**config.mk**
```make
export PLATFORM = sky130hd
export DESIGN_NAME = hp_expander_ctl
export DESIGN_NICKNAME = d
export VERILOG_FILES = /design/src/rtl/hp_expander_ctl.sv
export SDC_FILE = /design/constraint.sdc
export NUM_CORES = 1
export LEC_CHECK = 0
export ABC_CLOCK_PERIOD_IN_PS = 1750
export BUFFER_PORTS_ARGS = -buffer_cell sky130_fd_sc_hd__buf_2
export CAP_MARGIN = 5
export CORE_MARGIN = 10
export CORE_UTILIZATION = 25
export DETAILED_ROUTE_END_ITERATION = 8
export GPL_TIMING_DRIVEN = 0
export MAX_ROUTING_LAYER = met4
export RECOVER_POWER = 50
export SYNTH_ARGS = -nofsm -noshare
export SYNTH_HDL_FRONTEND = slang
export SYNTH_SLANG_ARGS = --single-unit
```
**constraint.sdc**
```tcl
create_clock -name clk -period 1.75 [get_ports clk]
set_input_delay 0 -clock clk [delete_from_list [all_inputs] [get_ports clk]]
set_output_delay 0 -clock clk [all_outputs]
set_load 0.01 [all_outputs]
```
**src/rtl/hp_expander_ctl.sv**
```systemverilog
module hp_expander_ctl #(
  parameter int NPORTS    = 2,
  parameter int CTL_W     = 3,
  parameter int NIB_W     = 4,
  parameter int MAX_RETRY = 3
) (
  input  logic                      clk,
  input  logic                      rst_n,
  input  logic                      cfg_done,
  input  logic [6:0]                exp_addr,
  input  logic [7:0]                cmd_out,
  input  logic [7:0]                cmd_in,
  input  logic [NPORTS*CTL_W-1:0]   port_ctl,
  output logic [NPORTS*NIB_W-1:0]   port_sts,
  input  logic                      exp_int_n,
  output logic                      bus_req,
  input  logic                      bus_gnt,
  output logic                      txn_start,
  output logic                      txn_rd,
  output logic [6:0]                txn_addr,
  output logic [7:0]                txn_cmd,
  output logic [NPORTS*NIB_W-1:0]   txn_wdata,
  input  logic                      txn_done,
  input  logic                      txn_nack,
  input  logic [NPORTS*NIB_W-1:0]   txn_rdata,
  output logic                      hp_err
);

  localparam int IMG_W = NPORTS * NIB_W;
  localparam int RC_W  = $clog2(MAX_RETRY + 1);
  localparam logic [RC_W-1:0] RC_MAX = RC_W'(MAX_RETRY);

  typedef enum logic [1:0] {S_IDLE, S_REQ, S_START, S_WAIT} state_t;

  state_t            state;
  logic              int_meta, int_sync;
  logic [IMG_W-1:0]  cur_img, sent_img;
  logic [RC_W-1:0]   retry_cnt;
  logic              wr_need, rd_need;

  genvar p;
  generate
    for (p = 0; p < NPORTS; p++) begin : g_img
      assign cur_img[p*NIB_W +: NIB_W] = {{(NIB_W-CTL_W){1'b0}}, port_ctl[p*CTL_W +: CTL_W]};
    end
  endgenerate

  assign wr_need   = (cur_img != sent_img);
  assign rd_need   = !int_sync;
  assign bus_req   = (state != S_IDLE);
  assign txn_start = (state == S_START);
  assign txn_addr  = exp_addr;
  assign txn_cmd   = txn_rd ? cmd_in : cmd_out;

  always_ff @(posedge clk) begin
    if (!rst_n) begin
      int_meta <= 1'b1;
      int_sync <= 1'b1;
    end else begin
      int_meta <= exp_int_n;
      int_sync <= int_meta;
    end
  end

  always_ff @(posedge clk) begin
    if (!rst_n) begin
      state     <= S_IDLE;
      sent_img  <= '0;
      txn_rd    <= 1'b0;
      txn_wdata <= '0;
      retry_cnt <= '0;
      port_sts  <= '0;
      hp_err    <= 1'b0;
    end else begin
      case (state)
        S_IDLE: begin
          retry_cnt <= '0;
          if (cfg_done) begin
            if (wr_need) begin
              txn_rd    <= 1'b0;
              txn_wdata <= cur_img;
              sent_img  <= cur_img;
              state     <= S_REQ;
            end else if (rd_need) begin
              txn_rd <= 1'b1;
              state  <= S_REQ;
            end
          end
        end
        S_REQ:   if (bus_gnt) state <= S_START;
        S_START: state <= S_WAIT;
        S_WAIT: begin
          if (txn_done) begin
            if (txn_nack) begin
              if (retry_cnt < RC_MAX) begin
                retry_cnt <= retry_cnt + 1'b1;
                state     <= S_START;
              end else begin
                hp_err <= 1'b1;
                state  <= S_IDLE;
              end
            end else begin
              if (txn_rd) port_sts <= txn_rdata;
              state <= S_IDLE;
            end
          end
        end
        default: state <= S_IDLE;
      endcase
    end
  end

  AST_START_NEEDS_GNT: assert property (@(posedge clk) disable iff (!rst_n)
    txn_start |-> bus_gnt);

  AST_REQ_AFTER_CFG: assert property (@(posedge clk) disable iff (!rst_n)
    $rose(bus_req) |-> $past(cfg_done));

  AST_RELEASE_AFTER_OK: assert property (@(posedge clk) disable iff (!rst_n)
    (txn_done && !txn_nack && bus_req) |=> !bus_req);

  AST_RETRY_SAME_TXN: assert property (@(posedge clk) disable iff (!rst_n)
    (txn_start && $past(bus_req) && $past(state) == S_WAIT) |-> ($stable(txn_rd) && $stable(txn_wdata)));

  AST_ERR_STICKY: assert property (@(posedge clk) disable iff (!rst_n)
    hp_err |=> hp_err);

  AST_STS_ONLY_ON_READ: assert property (@(posedge clk) disable iff (!rst_n)
    !$stable(port_sts) |-> $past(txn_done && !txn_nack && txn_rd));

endmodule

```
Yosys cells after proc, flatten, opt, wreduce, memory -nomap -nowiden
Index checks and enable logic that the tools add are counted. W data, S select, Z words.

Logic and storage cells: 47. Flip-flop bits (word level): 22.

Add/sub/neg operators: 1. Reductions and logical operators: 9. Order comparisons: 1. Equality and inequality tests: 11. Multiplexer cells: 15. Bitwise gates (word level): 2.

Operators by type and width (number): $mux W2 (10); $reduce_and A4 Y1 (4); $ne A2 B2 Y1 const B (5); $mux W8 (1); $pmux W2 S4 (1); $ne A6 B6 Y1 (1); $reduce_and A3 Y1 (2); $eq A2 B2 Y1 const B (2); $pmux W2 S2 (1); $reduce_bool A2 Y1 (2); $ne A3 B3 Y1 const B (1); $add A2 B1 Y2 const B (1); $eq A2 B1 Y1 const B (1); $logic_not A2 Y1 (1); $lt A2 B2 Y1 const B (1); $mux W1 (2); $ne A2 B1 Y1 const B (1); $not A1 Y1 (2).

Depth between registers and ports, before layout
Gate-level depths: netlist (run 1).

Depth after elaboration: 5. Mapped depth: 5. Gate-level depth less buffers: 5.

Least setup slack after synthesis (run 1)
No wires, ideal clock.

Kind: flip-flop to flip-flop. Start point: register sent_img[4]. End point: register sent_img[2]. Arrival: 1270 ps. Cell stages (with the launch flop): 5. Setup slack: 358 ps. Clock period less this slack: 1392 ps. Data required time: 1628 ps. Cells stage by stage: dfxtp_1 > xor2_1 > nor4_4 > nand2_2 > a221o_1.

Longest elaborated chain between the ends: 2.

Ends and longest elaborated chain: start: declaration (RTL line 37) `logic [IMG_W-1:0] cur_img, sent_img;`; start signal: assignment (RTL line 82) `sent_img <= cur_img;`; $ne A6 B6 Y1 (RTL line 48) `assign wr_need = (cur_img != sent_img);`; $reduce_and A3 Y1 (no source line).

Every way passes these cells. A chain may end at the register's enable or synchronous reset.

Final worst setup path (run 1)
Start point: register state[0]. End point: register port_sts[4].

Longest elaborated chain between the ends: 2.

Ends and longest elaborated chain: start: declaration (RTL line 35) `state_t state;`; start signal: assignment (RTL line 67) `state <= S_IDLE;`; start signal: assignment (RTL line 83) `state <= S_REQ;`; start signal: assignment (RTL line 86) `state <= S_REQ;`; $eq A2 B2 Y1 (RTL line 75) `case (state)`; $reduce_and A4 Y1 (no source line); end signal: assignment (RTL line 103) `if (txn_rd) port_sts <= txn_rdata;`; end: declaration (RTL line 14) `output logic [NPORTS*NIB_W-1:0] port_sts,`.

Every way passes these cells.

==> impl_metrics.csv, run 1 <==
group,metric,value,unit
place,dp_hpwl,2.76,mm
grt,grt_max_degree,13,
grt,grt.total_usage,0.0891,
timing,drv_slew,0,
setup_path,path_delay_family,"simple AND/OR/NAND/NOR gates",
cells_and_area,nNetsFinal,248,
die,die_area,7790,µm²
die,fp.dieH,88.3,µm
setup_path,critical-path-max-stage-delay,450,ps
logic_synthesis,syn_area,1160,µm²
die,io_pins,79,
drt,num_vias,1106,
grt,antenna_found_initial,0,
timing,tns,0,ps
clock_tree,htree_num_levels,1,
drt,detail-route-antenna-nets,0,
clock_tree,tritoncts,"yes",
cells_and_area,design_area,1680,µm²
drt,drt_iter0_drc,25,
logic_synthesis,synth_top_area_frac,0.378,
setup_path,cp_cell_sequence,"nand3_1, nor3b_1, buf_4, mux2i_1, nor2b_1",
clock_tree,clk_path_buf_depth,2,
die,core-area,4440,µm²
timing,hold_viol_final,0,
drt,drc,0,
timing,max_freq,0.693,GHz
logic_synthesis,ys_ff_latch,22,
logic_synthesis,yosysMostFrequentCell,"dfxtp_1",
logic_synthesis,synth_top_flop_cell,"dfxtp_1",
die,start_util,0.262,
cells_and_area,antenna_cells,0,
timing,setup_viol,0,
drt,wl,3.43,mm
clock_tree,clk_pin_slew_worst_paths,80,ps
logic_synthesis,post-synth-top-area-cell,"dfxtp_1",
setup_path,worstPathMaxFanout,8,
clock_tree,post-cts-setup-buffers,0,
logic_synthesis,syn_area_per_cell,9.71,µm²
place,io_buffers,69,
worst_hold_path,hp-class,"in -> reg",
timing,skew,3.71,ps
power,leakage,0.000729,µW
die,die_x,88.3,µm
clock_tree,cts_sinks,22,
logic_synthesis,synth_common_cells,"dfxtp_1, nor2b_1, mux2i_1",
cells_and_area,fill_cells,480,
power,vdd_drop_max,0.000303,V
setup_path,crit_arrival,1610,ps
setup_path,end_kind,"flop",
clock_tree,cts_buffers,3,
setup_path,crit_buf_inv,1,
job,cap_violations,0,
power,power.density,687,nW/µm²
logic_synthesis,synthesis.instances,120,
logic_synthesis,ys_seq_area_frac,0.378,
grt,grt_first_pass_wirelength,5.44,mm
timing,fin_crit,1440,ps
drt,viasPerCell,4.35,
place,dpl.cell_count,242,
outcome,status,"finished clean",
cells_and_area,final_layout_size_suffix_gt1_frac,0.361,
setup_path,start_kind,"flop",
grt,grt_overflow_total,0,
timing,timing.final.crit_share,0.824,
logic_synthesis,async_flop_share,0,
cells_and_area,syn_to_final_growth,44.6,%
setup_path,worstSetupPathType,"reg -> reg",
drt,wl_per_cell,13.5,µm
timing,rsz0062_at_grt,"no",
setup_path,cp.required,1910,ps
setup_path,crit_path_top_delay_cell,"dfxtp_1",
cells_and_area,stdcell_count,254,
clock_tree,clockRootBuffer,"clkbuf_8",
logic_synthesis,synth_edf_count,0,
place,gp_congestion,0.730,
die,rows,24,
grt,grt_pass1_vias,1171,
logic_synthesis,ys_warn_count,0,
timing,whs,5.70,ps
clock_tree,clock_latency,270,ps
drt,dr.pass1.iters,5,
logic_synthesis,synth.distinct_cells,28,
place,post_dp_cell_area,1580,µm²
logic_synthesis,synth_top_cells_by_area,"dfxtp_1, mux2i_1, nor2b_1",
## flip-flops by register name, summed over array words and instances (netlist names)
register,count
int_sync,1
txn_rd,1
state,2
port_sts,8
int_meta,1
sent_img,6
retry_cnt,2
hp_err,1
## layer usage
layer | share of wire | track usage | wire [µm] | vias up
met3 | 0.16 | 0.0515 | 554 | 5
met1 | 0.40 | 0.0900 | 1380 | 476
met5 | 0 | - | 0 | -
met2 | 0.42 | 0.142 | 1450 | 63
li1 | - | - | - | 562
met4 | 0.013 | 0.0308 | 45 | 0
## worst min-delay path, stage by stage
cell and delay, ps:
buf_2 70, mux2i_1 60, nor2b_1 110
## cell usage in the layout, fill, tap and decap left out, types with 2 or more instances in the layout
cell           netlist  final
a21boi_0             2      2
a221o_1              3      3
and3_1               4      4
buf_2                2     47
buf_4               10     10
clkbuf_1             2     26
clkbuf_8             0      4
conb_1               1      2
dfxtp_1             22     22
dlygate4sd3_1        0      8
mux2_2               8      8
mux2i_1             12     12
nand2_1              8      8
nand2b_1             2      2
nand3b_1             3      3
nor2_1               5      5
nor2b_1             16     16
nor3b_1              2      2
o21ai_0              2      2
xor2_1               6      6
## timing repair
action,4_1_cts,5_1_grt
endpoints found under the hold margin,8,0
resized for setup,0,0
hold buffers,8,0
endpoints found under the setup margin,0,0
## path summary, 6_finish.rpt
| check | slack (ps) | depth (start not counted) | start | end |
|---|---|---|---|---|
| max reg2reg | 310 | 5 | state[0] | port_sts[4] |
| min | 6 | 3 | txn_rdata[0] | port_sts[0] |
| min reg2reg | 410 | 1 | int_meta | int_sync |
| max | 310 | 5 | state[0] | port_sts[4] |
## cells by family (layout without fill, tap and decap cells)
family | count (synthesis) | count (layout) | synth area share
flops | 22 | 22 | 0.378
xor+xnor | 6 | 6 | 0.0451
fa+ha+maj | 1 | 1 | 0.0107
other cells | 1 | 2 | 0.00322
buf+inv | 14 | 95 | 0.0795
simple gates | 45 | 45 | 0.231
compound gates | 11 | 11 | 0.0720
mux | 20 | 20 | 0.180
## power breakdown
group / leakage, µW / total [µW] / switching [µW] / internal (µW)
clock network: 0.0000288 / 373 / 172 / 201
logic: 0.000521 / 242 / 112 / 130
registers: 0.000179 / 542 / 21.7 / 520
## cell type report
cell class	count	area, µm²	share of cell area
multi-input combinational	85	636	0.377
tap	52	65.1	0.0386
sequential	22	440	0.262
clock buffer	4	55.1	0.0327
timing repair buffer	77	395	0.235
buffer	14	92.6	0.0550
## per-stage QoR
| step | setup WS, ps | utilization | total power, µW |
|---|---|---|---|
| floorplan | 358 | - | 687 |
| global placement | 315 | 0.355 | 789 |
| detailed placement | 308 | 0.355 | 791 |
| CTS | 296 | 0.386 | 1180 |
| global route | 92.4 | 0.379 | 1220 |
| finish | 307 | 0.379 | 1160 |
Power figures use the tool's default switching activity.
==> inputs of run 2 (changes only) <==
- ABC_AREA: default -> 1
- ABC_CLOCK_PERIOD_IN_PS: 1750 -> 1500
- clock period: 1.75 -> 1.5 ns (I/O delays scaled with it)
==> impl_metrics.csv, run 2 <==
group,metric,value,unit
outcome,status,"finished clean",
die,core-area,4440,µm²
setup_path,cp.required,1500,ps
clock_tree,clk_pin_slew_worst_paths,70,ps
drt,dr.pass1.iters,4,
timing,skew,2.42,ps
logic_synthesis,synth_top_cells_by_area,"dfxtp_1, nand2_1, nor2_1",
logic_synthesis,synth_edf_count,0,
timing,hold_viol_final,0,
job,cap_violations,0,
drt,detail-route-antenna-nets,0,
cells_and_area,fill_cells,511,
clock_tree,clk_path_buf_depth,2,
power,vdd_drop_max,0.000358,V
timing,setup_viol,0,
clock_tree,cts_sinks,22,
clock_tree,clock_latency,250,ps
cells_and_area,design_area,1690,µm²
logic_synthesis,syn_area,1170,µm²
logic_synthesis,async_flop_share,0,
setup_path,cp_cell_sequence,"buf_2, clkinvlp_4, nand2_1, nand2_1, buf_2",
place,gp_congestion,0.731,
setup_path,worstPathMaxFanout,10,
setup_path,critical-path-max-stage-delay,320,ps
cells_and_area,antenna_cells,0,
setup_path,cp-startpoint,"txn_rd",
cells_and_area,final_cell_mix,"buf_2, nand2_1, nor2_1, clkbuf_1, dfxtp_1",
setup_path,crit_arrival,1360,ps
drt,drc,0,
timing,tns,0,ps
cells_and_area,final_common_cell,"buf_2",
drt,wl,3.49,mm
die,die_area,7820,µm²
grt,grt_overflow_total,0,
setup_path,end_kind,"output port",
logic_synthesis,post-synth-top-area-cell,"dfxtp_1",
setup_path,start_kind,"flop",
clock_tree,cts_buffers,3,
drt,wl_per_cell,11.2,µm
setup_path,worstSetupPathType,"reg -> out",
place,post_dp_cell_area,1590,µm²
logic_synthesis,syn_area_per_cell,6.69,µm²
setup_path,crit_path_top_delay_cell,"dfxtp_1",
setup_path,rr_startpoint,"state[1]",
grt,grt.total_usage,0.0903,
worst_hold_path,hp-class,"in -> reg",
cells_and_area,largest_reg_flops,8,
die,io_pins,79,
logic_synthesis,synthesis.instances,175,
drt,viasPerCell,4.02,
clock_tree,htree_num_levels,1,
logic_synthesis,ys_ff_latch,22,
power,power.density,839,nW/µm²
clock_tree,clockRootBuffer,"clkbuf_8",
timing,fin_crit,1360,ps
place,io_buffers,69,
timing,rsz0062_at_grt,"no",
drt,num_vias,1245,
grt,grt_pass1_vias,1217,
die,start_util,0.264,
drt,drt_iter0_drc,26,
cells_and_area,top_regs,"port_sts (8), sent_img (6)",
logic_synthesis,ys_seq_area_frac,0.376,
logic_synthesis,synth_top_area_frac,0.376,
cells_and_area,final_layout_size_suffix_gt1_frac,0.283,
die,die_x,88.4,µm
grt,grt_max_degree,12,
cells_and_area,syn_to_final_growth,44.6,%
cells_and_area,top_register,"port_sts",
die,fp.dieH,88.4,µm
logic_synthesis,ys_warn_count,0,
clock_tree,tritoncts,"yes",
grt,grt_first_pass_wirelength,5.53,mm
cells_and_area,post-route-util,0.381,
grt,antenna_found_initial,0,
power,total_power,1420,µW
logic_synthesis,synth_top_flop_cell,"dfxtp_1",
power,leakage,0.000842,µW
die,rows,24,
worst_hold_path,min_from,"port_ctl[0]",
timing,drv_slew,0,
place,dp_hpwl,2.94,mm
cells_and_area,nNetsFinal,305,
logic_synthesis,synth.distinct_cells,31,
timing,max_freq,0.737,GHz
timing,timing.final.crit_share,0.904,
logic_synthesis,yosysMostFrequentCell,"nand2_1",
logic_synthesis,synth_common_cells,"nand2_1, nor2_1, dfxtp_1",
## run 2: changes by cell type after synthesis, sizes merged, moves of 3 or more
cell / previous run / this run
o21ai: 2 / 16
mux2i: 12 / 0
xor2: 6 / 1
mux2: 8 / 0
and3: 4 / 0
nand2: 9 / 44
nor2: 5 / 43
nand3b: 3 / 0
nor2b: 16 / 0
a221o: 3 / 0
clkinv: 0 / 4
inv: 0 / 19
## run 2: critical path: cells and delay by family, from the launching register on
family / cells / cell delay [ps]
buf+inv: 3 / 620
flops: 1 / 320
simple gates: 2 / 150
## run 2: routing by layer
layer / wire [µm] / vias up / track usage
met5: 0 / - / -
met3: 250 / 2 / 0.0294
met1: 1450 / 525 / 0.0955
met4: 17 / 0 / 0.0264
li1: - / 692 / -
met2: 1770 / 26 / 0.157
## run 2: kinds of logic (layout without fill, tap and decap cells)
kind of cell,Yosys count,after routing,synth area share
buffers and inverters,34,116,0.145
adders and majority gates,1,1,0.0107
AOI/OAI and AO/OA,22,22,0.103
xor gates and xnor gates,1,1,0.00748
other,1,2,0.00320
DFF,22,22,0.376
and+or+nand+nor,94,94,0.355
## run 2: cell type report
type	count	area, µm²	area share
Buffer	11	76.3	0.0451
Tap cell	52	65.1	0.0384
Inverter	23	97.6	0.0576
Sequential cell	22	440	0.260
Timing Repair Buffer	79	415	0.245
Clock buffer	3	41.3	0.0244
Multi-Input combinational cell	120	557	0.329
## run 2: final timing paths
path,to,slack (ps),cells after the start
max,txn_cmd[3],140,5
min reg2reg,int_sync,420,1
max reg2reg,port_sts[2],220,5
min,sent_img[0],9,3
## run 2: what timing repair did
action,CTS,global route
setup endpoints to repair,0,8
endpoints found under the hold margin,10,0
resized for setup,0,1
setup buffers,0,0
hold buffers,10,0
## run 2: metrics by stage
| step | worst slack, ps | hold WS [ps] | instances |
|---|---|---|---|
| final | 144 | 9.25 | 310 |
| after global routing | 19.7 | 20.3 | 310 |
| after CTS | 70.4 | 4.45 | 310 |
| after detailed placement | 257 | 189 | 297 |
| after global placement | 276 | 189 | 297 |
| after floorplan | 352 | 91.8 | 176 |
## run 2: where the power goes
| group | internal, µW | switching (µW) | total, µW |
|---|---|---|---|
| registers | 619 | 32.3 | 651 |
| logic | 180 | 234 | 414 |
| clock network | 179 | 177 | 355 |
==> inputs of run 3 (changes only) <==
- ABC_CLOCK_PERIOD_IN_PS: 1500 -> 1750
- clock period: 1.5 -> 1.75 ns (I/O delays scaled with it)
==> impl_metrics.csv, run 3 (synthesis results as in run 2) <==
group,metric,value,unit
drt,detail-route-antenna-nets,0,
setup_path,worstPathMaxFanout,10,
drt,viasPerCell,4.02,
setup_path,path_delay_family,"buffers and inverters",
clock_tree,tritoncts,"yes",
grt,grt_pass1_vias,1217,
power,p_clk_frac,0.251,
worst_hold_path,hold_end,"sent_img[0]",
cells_and_area,post-route-util,0.380,
power,seqPwrFrac,0.459,
timing,skew,2.42,ps
cells_and_area,largest_reg_flops,8,
place,io_buffers,69,
cells_and_area,antenna_cells,0,
cells_and_area,final_cell_mix,"buf_2, nand2_1, nor2_1, clkbuf_1, dfxtp_1",
die,core-area,4440,µm²
grt,grt_overflow_total,0,
grt,grt.total_usage,0.0903,
drt,drc,0,
setup_path,rr_worst_depth,5,
clock_tree,cts_buffers,3,
cells_and_area,syn_to_final_growth,44.2,%
power,swShare,0.311,
power,leakage,0.000843,µW
outcome,status,"finished clean",
power,p_comb_frac,0.290,
power,power.switching,378,µW
die,die_area,7820,µm²
setup_path,ff2ff_setup_slack,470,ps
cells_and_area,top_regs,"port_sts (8), sent_img (6)",
setup_path,cp_cell_sequence,"buf_2, clkinv_1, nand2_1, nand2_1, buf_2",
clock_tree,post-cts-setup-buffers,0,
power,power.density,720,nW/µm²
timing,tns,0,ps
place,post_dp_cell_area,1590,µm²
timing,timing.final.crit_share,0.801,
timing,rsz0062_at_grt,"no",
setup_path,crit_buf_inv,3,
die,start_util,0.264,
setup_path,worstSetupPathType,"reg -> out",
setup_path,crit_path_top_delay_cell,"dfxtp_1",
grt,antenna_found_initial,0,
die,rows,24,
cells_and_area,final_layout_size_suffix_gt1_frac,0.279,
place,dp_hpwl,2.94,mm
drt,wl_per_cell,11.2,µm
setup_path,rr_startpoint,"state[1]",
job,cap_violations,0,
setup_path,start_kind,"flop",
power,vdd_drop_max,0.000307,V
drt,dr.pass1.iters,4,
clock_tree,clockRootBuffer,"clkbuf_8",
grt,grt_max_degree,12,
timing,setup_viol,0,
grt,grt_first_pass_wirelength,5.53,mm
cells_and_area,design_area,1690,µm²
timing,fin_crit,1400,ps
drt,wl,3.49,mm
setup_path,end_kind,"output port",
timing,hold_viol_final,0,
worst_hold_path,min_from,"port_ctl[0]",
clock_tree,clk_pin_slew_worst_paths,70,ps
die,die_x,88.4,µm
die,io_pins,79,
timing,max_freq,0.714,GHz
die,fp.dieH,88.4,µm
setup_path,cp.required,1750,ps
drt,num_vias,1247,
clock_tree,htree_num_levels,1,
cells_and_area,top_register,"port_sts",
clock_tree,clk_path_buf_depth,2,
setup_path,crit_arrival,1400,ps
timing,drv_slew,0,
place,gp_congestion,0.731,
cells_and_area,final_common_cell,"buf_2",
worst_hold_path,hp-class,"in -> reg",
cells_and_area,nNetsFinal,305,
clock_tree,clock_latency,250,ps
setup_path,critical-path-max-stage-delay,320,ps
timing,whs,9.25,ps
clock_tree,cts_sinks,22,
drt,drt_iter0_drc,25,
power,power.internal,837,µW
worst_hold_path,min_path_cells,3,
setup_path,r2r-end,"port_sts[2]",
run 3: changes by cell type in the layout (fill, tap and decap cells not counted), sizes merged:
cell	change
clkinv	+1
clkinvlp	-1
run 3: final cells by class:
| type | instances | area [µm²] |
|---|---|---|
| flip-flops and latches | 22 | 440 |
| inverters | 23 | 93.8 |
| clock buffers | 3 | 41.3 |
| repair buffers | 79 | 415 |
| fillers | 511 | 2760 |
| multi-input cells | 120 | 557 |
| plain buffers | 11 | 76.3 |
| well taps | 52 | 65.1 |
run 3: worst min-delay path: cells and delay by family:
kind / cells / cell delay (ps)
AOI/OAI and AO/OA: 1 / 60
and+or+nand+nor: 1 / 70
buffers and inverters: 1 / 100
run 3: through the flow:
stage | setup slack, ps | std cells | power (µW)
floorplan | 602 | 176 | 780
global placement | 526 | 297 | 917
detailed placement | 507 | 297 | 922
CTS | 320 | 310 | 1250
global route | 176 | 310 | 1310
finish | 349 | 310 | 1220
run 3: how the worst max path moves through the flow:
stage,start,slack (ps),depth (start not counted),to
after floorplan,sent_img[0],600,9,sent_img[0]
final,txn_rd,350,5,txn_cmd[3]
after detailed placement,sent_img[0],510,9,sent_img[5]
after global placement,sent_img[0],530,9,sent_img[4]
after CTS,txn_rd,320,5,txn_cmd[3]
after global routing,txn_rd,180,5,txn_cmd[0]
run 3: routing by layer:
metal,GRT usage,vias to the layer above,wire length (µm)
met4,0.0264,0,17
met5,-,-,0
met1,0.0955,526,1450
li1,-,693,-
met2,0.157,26,1770
met3,0.0294,2,250
run 3: power by group through the flow:
stage	combinational [µW]	clock (µW)	sequential, µW
3_5_place_dp	352	0	569
2_1_floorplan	205	0	575
6_report	353	305	558
5_1_grt	406	339	564
3_3_place_gp	349	0	568
4_1_cts	370	319	557
run 3: timing repair:
| action | 4_1_cts | 5_1_grt |
|---|---|---|
| gates resized for setup | 0 | 0 |
| hold buffers | 10 | 0 |
| endpoints found under the hold margin | 10 | 0 |
